## src/rtl/tta_pkg.sv

```systemverilog
package tta_pkg;

   typedef enum logic [1:0] {
      MODE_NORMAL  = 2'b00,
      MODE_SHIFT   = 2'b01,
      MODE_TRIGGER = 2'b10,
      MODE_SPARE   = 2'b11
   } tta_mode_e;

   typedef enum logic [1:0] {
      OP_CHAIN  = 2'b00,
      OP_TOGGLE = 2'b01,
      OP_FUNC   = 2'b10
   } tta_op_e;

   function automatic logic seed_bit(input int unsigned idx);
      return (idx % 2 == 0) ? 1'b1 : 1'b0;
   endfunction

endpackage

```

## src/rtl/tta_mode_ctl.sv

```systemverilog
module tta_mode_ctl
   import tta_pkg::*;
(
   input  logic       clk,
   input  logic       rst_n,
   input  logic [1:0] mode,
   output tta_op_e    op,
   output logic       seed
);

   logic in_func_q;

   always_comb begin
      unique case (mode)
         MODE_NORMAL:  op = OP_FUNC;
         MODE_TRIGGER: op = OP_TOGGLE;
         default:      op = OP_CHAIN;
      endcase
   end

   assign seed = (op == OP_FUNC) && !in_func_q;

   always_ff @(posedge clk or negedge rst_n) begin
      if (!rst_n) in_func_q <= 1'b0;
      else        in_func_q <= (op == OP_FUNC);
   end

endmodule

```

## src/rtl/tta_cell.sv

```systemverilog
module tta_cell
   import tta_pkg::*;
#(
   parameter int unsigned IDX = 0
) (
   input  logic    clk,
   input  logic    rst_n,
   input  tta_op_e op,
   input  logic    seed,
   input  logic    en,
   input  logic    tr_left,
   input  logic    func_d,
   output logic    tr_q,
   output logic    dr_q
);

   localparam logic SEED_VAL = seed_bit(IDX);

   logic tr_next;
   logic dr_next;
   logic flip;

   assign flip = tr_q ^ tr_left;

   always_comb begin
      tr_next = tr_q;
      dr_next = dr_q;
      unique case (op)
         OP_CHAIN:  tr_next = tr_left;
         OP_TOGGLE: dr_next = dr_q ^ flip;
         OP_FUNC: begin
            if (seed) tr_next = SEED_VAL;
            if (en)   dr_next = func_d;
         end
         default: ;
      endcase
   end

   always_ff @(posedge clk or negedge rst_n) begin
      if (!rst_n) begin
         tr_q <= 1'b0;
         dr_q <= 1'b0;
      end else begin
         tr_q <= tr_next;
         dr_q <= dr_next;
      end
   end

endmodule

```

## src/rtl/tta_scan_array.sv

```systemverilog
module tta_scan_array
   import tta_pkg::*;
#(
   parameter int unsigned N_CELLS = 8
) (
   input  logic               clk,
   input  logic               rst_n,
   input  logic [1:0]         mode,
   input  logic               en,
   input  logic               si,
   input  logic [N_CELLS-1:0] func_d,
   output logic               so,
   output logic [N_CELLS-1:0] dr_q
);

   localparam int unsigned LAST = N_CELLS - 1;

   initial begin
      assert (N_CELLS >= 2)
         else $error("tta_scan_array: N_CELLS must be at least 2");
   end

   tta_op_e            op;
   logic               seed;
   logic [N_CELLS-1:0] tr_vec;
   logic [N_CELLS-1:0] left_vec;

   tta_mode_ctl u_ctl (
      .clk   (clk),
      .rst_n (rst_n),
      .mode  (mode),
      .op    (op),
      .seed  (seed)
   );

   for (genvar g = 0; g < N_CELLS; g++) begin : g_cell
      if (g == 0) begin : g_edge
         assign left_vec[g] = si;
      end else begin : g_inner
         assign left_vec[g] = tr_vec[g-1];
      end

      tta_cell #(.IDX(g)) u_cell (
         .clk     (clk),
         .rst_n   (rst_n),
         .op      (op),
         .seed    (seed),
         .en      (en),
         .tr_left (left_vec[g]),
         .func_d  (func_d[g]),
         .tr_q    (tr_vec[g]),
         .dr_q    (dr_q[g])
      );
   end

   assign so = tr_vec[LAST];

endmodule

```

## config.mk

```make
export PLATFORM = sky130hd
export DESIGN_NAME = tta_scan_array
export DESIGN_NICKNAME = d
export VERILOG_FILES = /design/src/rtl/tta_pkg.sv /design/src/rtl/tta_mode_ctl.sv /design/src/rtl/tta_cell.sv /design/src/rtl/tta_scan_array.sv
export SDC_FILE = /design/constraint.sdc
export NUM_CORES = 1
export LEC_CHECK = 0
export CAP_MARGIN = 10
export CORE_ASPECT_RATIO = 1.25
export CORE_MARGIN = 10
export CORE_UTILIZATION = 35
export DETAILED_ROUTE_END_ITERATION = 8
export GPL_TIMING_DRIVEN = 0
export PLACE_DENSITY = 0.68
export SLEW_MARGIN = 25
export SYNTH_ARGS = -nofsm -noshare
export SYNTH_HDL_FRONTEND = slang
export SYNTH_HIERARCHICAL = 1
export SYNTH_SLANG_ARGS = --single-unit
export TNS_END_PERCENT = 100
```

## constraint.sdc

```tcl
create_clock -name clk -period 1.2 [get_ports clk]
set_input_delay 0.24 -clock clk [delete_from_list [all_inputs] [get_ports clk]]
set_output_delay 0.24 -clock clk [all_outputs]
set_load 0.02 [all_outputs]
```

==> results of run 1 <==
==> area by class of cell <==
type	count	area [um2]	area share [%]
Clock buffer	3	41.29	2.537
Clock inverter	1	7.507	0.4612
Inverter	12	45.04	2.767
Multi-Input combinational cell	96	764.5	46.96
Sequential cell	17	425.4	26.13
Tap cell	37	46.29	2.844
Timing Repair Buffer	35	297.8	18.29
==> cells in the final DEF, fill, tap and decap left out, types with 3 or more instances in the layout <==
| cell type | n |
|---|---|
| nor2_4 | 5 |
| a21oi_1 | 7 |
| a211oi_2 | 5 |
| clkdlybuf4s50_1 | 10 |
| nor3b_1 | 4 |
| nor2_1 | 8 |
| buf_2 | 6 |
| clkbuf_8 | 3 |
| o21ai_0 | 8 |
| nor3b_2 | 4 |
| o211a_1 | 4 |
| a21o_1 | 4 |
| nor2b_1 | 16 |
| o32a_1 | 4 |
| a211o_1 | 4 |
| a211oi_1 | 3 |
| buf_4 | 11 |
| inv_1 | 12 |
| clkdlybuf4s15_2 | 3 |
| o21a_1 | 4 |
| a32o_1 | 4 |
| xor2_1 | 8 |
| dfrtp_1 | 17 |
==> metal layers <==
| metal | GRT usage, % | vias to the layer above |
|---|---|---|
| met3 | 1.310 | 5 |
| met4 | 7.231 | 0 |
| li1 | - | 541 |
| met5 | 0 | - |
| met1 | 11.45 | 538 |
| met2 | 20.36 | 22 |
==> worst max-delay path by stage <==
stage | start | endpoint | slack (ns) | cells past startpoint
after floorplan | mode[0] | g_cell[1].u_cell/dr_q | -0.07 | 4
after global placement | mode[1] | g_cell[1].u_cell/tr_q | -0.88 | 4
after detailed placement | mode[1] | g_cell[1].u_cell/tr_q | -0.94 | 4
after CTS | g_cell[0].u_cell/dr_q | dr_q[0] | 0.002 | 1
after global routing | g_cell[0].u_cell/dr_q | g_cell[0].u_cell/dr_q | -0.007 | 4
final | g_cell[2].u_cell/dr_q | dr_q[2] | 0.05 | 1
==> kinds of logic (layout without fill, tap and decap cells) <==
logic type,Yosys count,after routing
buffers and inverters,12,51
and+or+nand+nor,35,40
AOI/OAI and AO/OA,48,48
DFF,17,17
xor gates and xnor gates,8,8
==> per-stage QoR <==
stage,cell area (um2),instances,setup TNS [ns],total power [mW],setup slack (ns)
after floorplan,1161,120,-0.7338,1.533,-0.06892
after global placement,1428,179,-14.90,1.877,-0.8767
after detailed placement,1428,179,-16.23,1.930,-0.9356
after CTS,1584,192,0,2.396,0.001893
after global routing,1628,201,-0.008651,2.662,-0.006580
final,1628,201,0,2.502,0.05072
==> report_power, final <==
| part | internal (mW) | leakage (nW) | switching, mW |
|---|---|---|---|
| logic | 0.603 | 0.452 | 0.554 |
| registers | 0.723 | 0.192 | 0.155 |
| clock network | 0.235 | 0.0217 | 0.232 |
==> worst register-to-register path, delay by kind of cell, from the launching register on <==
family,cells,cell delay [ns]
compound gates,2,0.41
flops,1,0.43
xor+xnor,1,0.20
==> sequential cells by signal (all words and copies together) (netlist names) <==
name                flops
g_cell.u_cell/dr_q      8
g_cell.u_cell/tr_q      8
u_ctl/in_func_q         1
==> timing repair <==
| action | 4_1_cts | 5_1_grt |
|---|---|---|
| setup buffers | 4 | 9 |
| setup endpoints to repair | 26 | 21 |
| resized for setup | 44 | 13 |
| gates cloned | 5 | 0 |
| pin swaps | 3 | 1 |
| hold endpoints to repair | 0 | 0 |
==> impl_metrics.py, run 1 <==
metrics = {
    "run_status": {
        "outcome": "finished clean",
    },
    "sta": {
        "finalCritPeriodShare_pct": 95.77,
        "relSlewSlack_pct": 45.69,
        "hold_viol": 0,
        "finClkSkew_ns": 0.004243,
        "setup_viol_count_final": 0,
        "clock.fmax_mhz": 870.1,
        "whs_ns": 0.3777,
        "period_needed_ns": 1.149,
        "worst_pin_slew_ns": 0.8122,
        "final_max_slew_viol_count": 0,
    },
    "hold_path": {
        "hold_path.class": "in2reg",
        "worstHoldEndpoint": "u_ctl/in_func_q",
        "hold_start": "mode[1]",
        "hold_depth": 2,
    },
    "routing": {
        "met3_length_um": 95,
        "route.met2.wl_mm": 1.761,
        "highest_layer": "met4",
        "drc_errors": 0,
        "wl_per_cell_um": 16.18,
        "wirelength_mm": 3.252,
        "drt_pass1_iterations": 4,
        "via_count": 1106,
        "met1_length_mm": 1.308,
        "drtIter0Drc": 44,
        "postRouteAntennaNets": 0,
        "vias_per_cell": 5.502,
    },
    "clock_network": {
        "tritoncts": "done",
        "numCtsBuffers": 3,
        "clock_latency_ns": 0.26,
        "clock_sinks": 17,
        "cts_hold_buf": 0,
        "clk_path_buf_depth": 2,
        "h-tree-depth": 1,
        "root_buffer": "clkbuf_8",
        "clk_pin_slew_ns": 0.08,
    },
    "setup_path": {
        "rr_startpoint": "g_cell[0].u_cell/tr_q",
        "cp.required_ns": 0.96,
        "path_buf_inv": 1,
        "cp_slowest_cell": "dfrtp_1",
        "end_kind": "output port",
        "crit_family": "flip-flops",
        "r2r_setup_slack_ns": 0.06,
        "reg2regPathDepth": 3,
        "worstReg2RegEnd": "g_cell[1].u_cell/dr_q",
        "worstPathArrival_ns": 0.91,
        "start_kind": "flop",
        "critical_path_class": "reg2out",
        "cp_max_fo": 3,
        "critPathMaxStageDelay_ns": 0.39,
        "cp_cell_sequence": "clkdlybuf4s15_2",
    },
    "finish": {
        "insertedDiodeCount": 0,
        "area.growth.synth_to_final_pct": 44.23,
        "n_fill_cell": 296,
        "nets": 179,
        "drive_gt1_share_pct": 28.66,
        "post-route-util_pct": 51.42,
    },
    "logic_synthesis": {
        "synth-simple-area-share_pct": 18.85,
        "synthMostInstantiatedCell": "dfrtp_1",
        "synth_cell_types": 18,
        "synth_seq_cells": 17,
        "ys_seq_area_share_pct": 37.69,
        "synth_top_family_by_area": "compound AO/OA/AOI/OAI gates",
        "synthDominantCellAreaShare_pct": 37.69,
        "synthXorXnorAreaFrac_pct": 6.208,
        "synthMuxAreaShare_pct": 0,
        "mappedNetlistNets": 134,
        "synth-edff-count": 0,
        "synth.avg_cell_area_um2": 9.405,
        "async_flop_share_pct": 100.0,
        "yosysWarnings": 6,
        "synthFlopType": "dfrtp_1",
        "synth_common_cells": "17 x dfrtp_1, 16 x nor2b_1, 12 x inv_1, 9 x nor2_1",
        "syn_area_um2": 1129,
        "synth_area_leader_cell": "dfrtp_1",
        "synth.area.top_cells": "dfrtp_1 38%, nor2b_1 8.9%, xor2_1 6.2%, nor3b_1 5.3%, a211oi_2 4.4%",
        "synth_fa_ha_area_share_pct": 0,
        "synth_compound_area_share_pct": 33.26,
        "syn_inst": 120,
    },
    "floorplanning": {
        "die_w_um": 70.79,
        "initial_core_util_pct": 35.65,
        "core_um2": 3166,
        "dieArea_um2": 5910,
        "fp.dieH_um": 83.49,
        "io_pins": 23,
        "rows": 23,
    },
    "power": {
        "powerDensity_nw_per_um2": 1537,
        "peakVddDrop_mv": 0.9442,
        "total_leakage_power_nw": 0.6663,
    },
    "global_route": {
        "antenna_found_initial": 0,
        "grt_pass1_wl_mm": 5.478,
        "grt_pass1_vias": 1143,
        "overflow": 0,
        "grt_use_total_pct": 11.17,
        "grt_max_degree": 18,
    },
    "placed_design": {
        "port_buffers": 22,
        "routabilityCongestion": 0.7200,
        "dp.final_hpwl_mm": 1.811,
    },
    "job": {
        "cap_violations": 0,
    },
}
(Power assumes the default switching activity.)
==> run 2: changes to the inputs <==
--- a/config.mk
+++ b/config.mk
@@ -9,6 +9,7 @@
 export CORE_ASPECT_RATIO = 1.25
 export CORE_MARGIN = 10
 export CORE_UTILIZATION = 35
+export CTS_BUF_LIST = sky130_fd_sc_hd__clkbuf_8
 export DETAILED_ROUTE_END_ITERATION = 8
 export GPL_TIMING_DRIVEN = 0
 export PLACE_DENSITY = 0.68
==> results of run 2 <==
Same layout as run 1: the final DEF is identical, and so are final timing and power.
==> run 3: changes to the inputs <==
--- a/config.mk
+++ b/config.mk
@@ -12,7 +12,7 @@
 export CTS_BUF_LIST = sky130_fd_sc_hd__clkbuf_8
 export DETAILED_ROUTE_END_ITERATION = 8
 export GPL_TIMING_DRIVEN = 0
-export PLACE_DENSITY = 0.68
+export PLACE_DENSITY = 0.55
 export SLEW_MARGIN = 25
 export SYNTH_ARGS = -nofsm -noshare
 export SYNTH_HDL_FRONTEND = slang
==> impl_metrics.py, run 3 (same netlist as run 1, synthesis figures left out) <==
metrics = {
    "run_status": {
        "outcome": "finished clean",
    },
    "setup_path": {
        "critical_path_class": "reg2out",
        "cp_cell_sequence": "clkdlybuf4s15_2",
        "rr_startpoint": "u_ctl/in_func_q",
        "crit_family": "flip-flops",
        "crit_path_start": "g_cell[7].u_cell/tr_q",
        "path_buf_inv": 1,
        "cp_max_fo": 3,
        "critPathMaxStageDelay_ns": 0.41,
        "cp.required_ns": 0.96,
        "end_kind": "output port",
        "cp_slowest_cell": "dfrtp_1",
        "start_kind": "flop",
        "worstPathArrival_ns": 0.94,
    },
    "sta": {
        "clock.fmax_mhz": 850.7,
        "finalCritPeriodShare_pct": 97.96,
        "rsz0062_at_grt": "no",
        "finClkSkew_ns": 0.0009958,
        "period_needed_ns": 1.176,
        "final_max_slew_viol_count": 0,
        "setup_ws_ns": 0.02448,
        "relSlewSlack_pct": 44.71,
        "hold_viol": 0,
        "worst_pin_slew_ns": 0.8268,
        "setup_viol_count_final": 0,
    },
    "floorplanning": {
        "initial_core_util_pct": 35.65,
        "core_um2": 3166,
        "rows": 23,
        "die_w_um": 70.79,
        "dieArea_um2": 5910,
        "fp.dieH_um": 83.49,
        "io_pins": 23,
    },
    "clock_network": {
        "numCtsBuffers": 3,
        "clk_path_buf_depth": 2,
        "h-tree-depth": 1,
        "root_buffer": "clkbuf_8",
        "cts_hold_buf": 0,
        "clock_latency_ns": 0.26,
        "tritoncts": "done",
        "clock_sinks": 17,
        "clk_pin_slew_ns": 0.07,
    },
    "global_route": {
        "antenna_found_initial": 0,
        "grt_use_total_pct": 11.19,
        "overflow": 0,
        "grt_pass1_vias": 1086,
        "grt_max_degree": 18,
        "grt_pass1_wl_mm": 5.444,
    },
    "job": {
        "cap_violations": 0,
    },
    "routing": {
        "via_count": 1087,
        "wirelength_mm": 3.311,
        "drt_pass1_iterations": 4,
        "drc_errors": 0,
        "drtIter0Drc": 27,
        "postRouteAntennaNets": 0,
        "vias_per_cell": 5.435,
        "wl_per_cell_um": 16.56,
    },
    "power": {
        "total_power_mw": 2.487,
        "peakVddDrop_mv": 0.8190,
        "powerDensity_nw_per_um2": 1527,
        "total_leakage_power_nw": 0.6714,
    },
    "placed_design": {
        "place_area_um2": 1428,
        "port_buffers": 22,
        "dp.final_hpwl_mm": 1.819,
        "routabilityCongestion": 0.6989,
        "dp_cells": 179,
        "place_ws_ns": -0.9653,
    },
    "finish": {
        "layout_common_cells": "17 x dfrtp_1, 16 x nor2b_1, 12 x inv_1, 11 x buf_4, 10 x clkdlybuf4s50_1",
        "nets": 178,
        "insertedDiodeCount": 0,
        "area.growth.synth_to_final_pct": 44.35,
        "layout_commonest_cell": "dfrtp_1",
        "final_cells": 200,
        "top_regs": "g_cell.u_cell/dr_q x8, g_cell.u_cell/tr_q x8, u_ctl/in_func_q x1",
        "drive_gt1_share_pct": 27.61,
        "stdcell_area_um2": 1629,
    },
    "hold_path": {
        "hold_path.class": "in2reg",
        "hold_start": "mode[0]",
    },
}
## run 3: timing repair
| item | in CTS | in global routing |
|---|---|---|
| endpoints found under the setup margin | 26 | 15 |
| resized for setup | 45 | 6 |
| gates cloned | 4 | 0 |
| setup buffers | 4 | 9 |
| pin swaps | 3 | 0 |
## run 3: report_power, final
group	switching [mW]	internal, mW
clock	0.215	0.231
combinational	0.546	0.614
sequential	0.158	0.723
## run 3: final timing paths
check | to | slack [ns] | depth (start not counted)
max | so | 0.02 | 1
min | u_ctl/in_func_q | 0.42 | 2
max reg2reg | g_cell[1].u_cell/tr_q | 0.05 | 3
min reg2reg | g_cell[7].u_cell/tr_q | 0.57 | 1
max in group asynchronous | g_cell[6].u_cell/tr_q | 0.23 | 1
min in group asynchronous | g_cell[0].u_cell/tr_q | 0.45 | 1
## run 3: routing by layer
metal	part of all wire, %	wire length (um)	track usage, %	up-vias
li1	-	-	-	532
met1	43	1430	12.38	533
met2	52	1730	19.95	17
met3	2.9	97	1.905	5
met4	1.6	53	4.938	0
met5	0	0	0	-
## run 3: area by class of cell
type | instances | area [um2]
clock buffer | 3 | 41.29
multi-input combinational | 95 | 749.5
tap | 37 | 46.29
sequential | 17 | 425.4
timing repair buffer | 35 | 316.6
clock inverter | 1 | 5.005
inverter | 12 | 45.04
fill | 308 | 1536
## run 3: through the flow
| stage | util (%) | TNS, ns | hold slack [ns] |
|---|---|---|---|
| finish | 51.46 | 0 | 0.4151 |
| global route | 51.46 | 0 | 0.4235 |
| CTS | 49.45 | 0 | 0.4342 |
| detailed placement | 45.10 | -17.20 | 0.5455 |
| global placement | 45.10 | -16.19 | 0.5315 |
| floorplan | - | -0.7338 | -0.05559 |
## run 3: worst reg2reg max path: cells and delay by family, from the launching register on
family | cells | cell delay, ns
AOI/OAI and AO/OA | 2 | 0.37
and+or+nand+nor | 1 | 0.28
DFF | 1 | 0.40
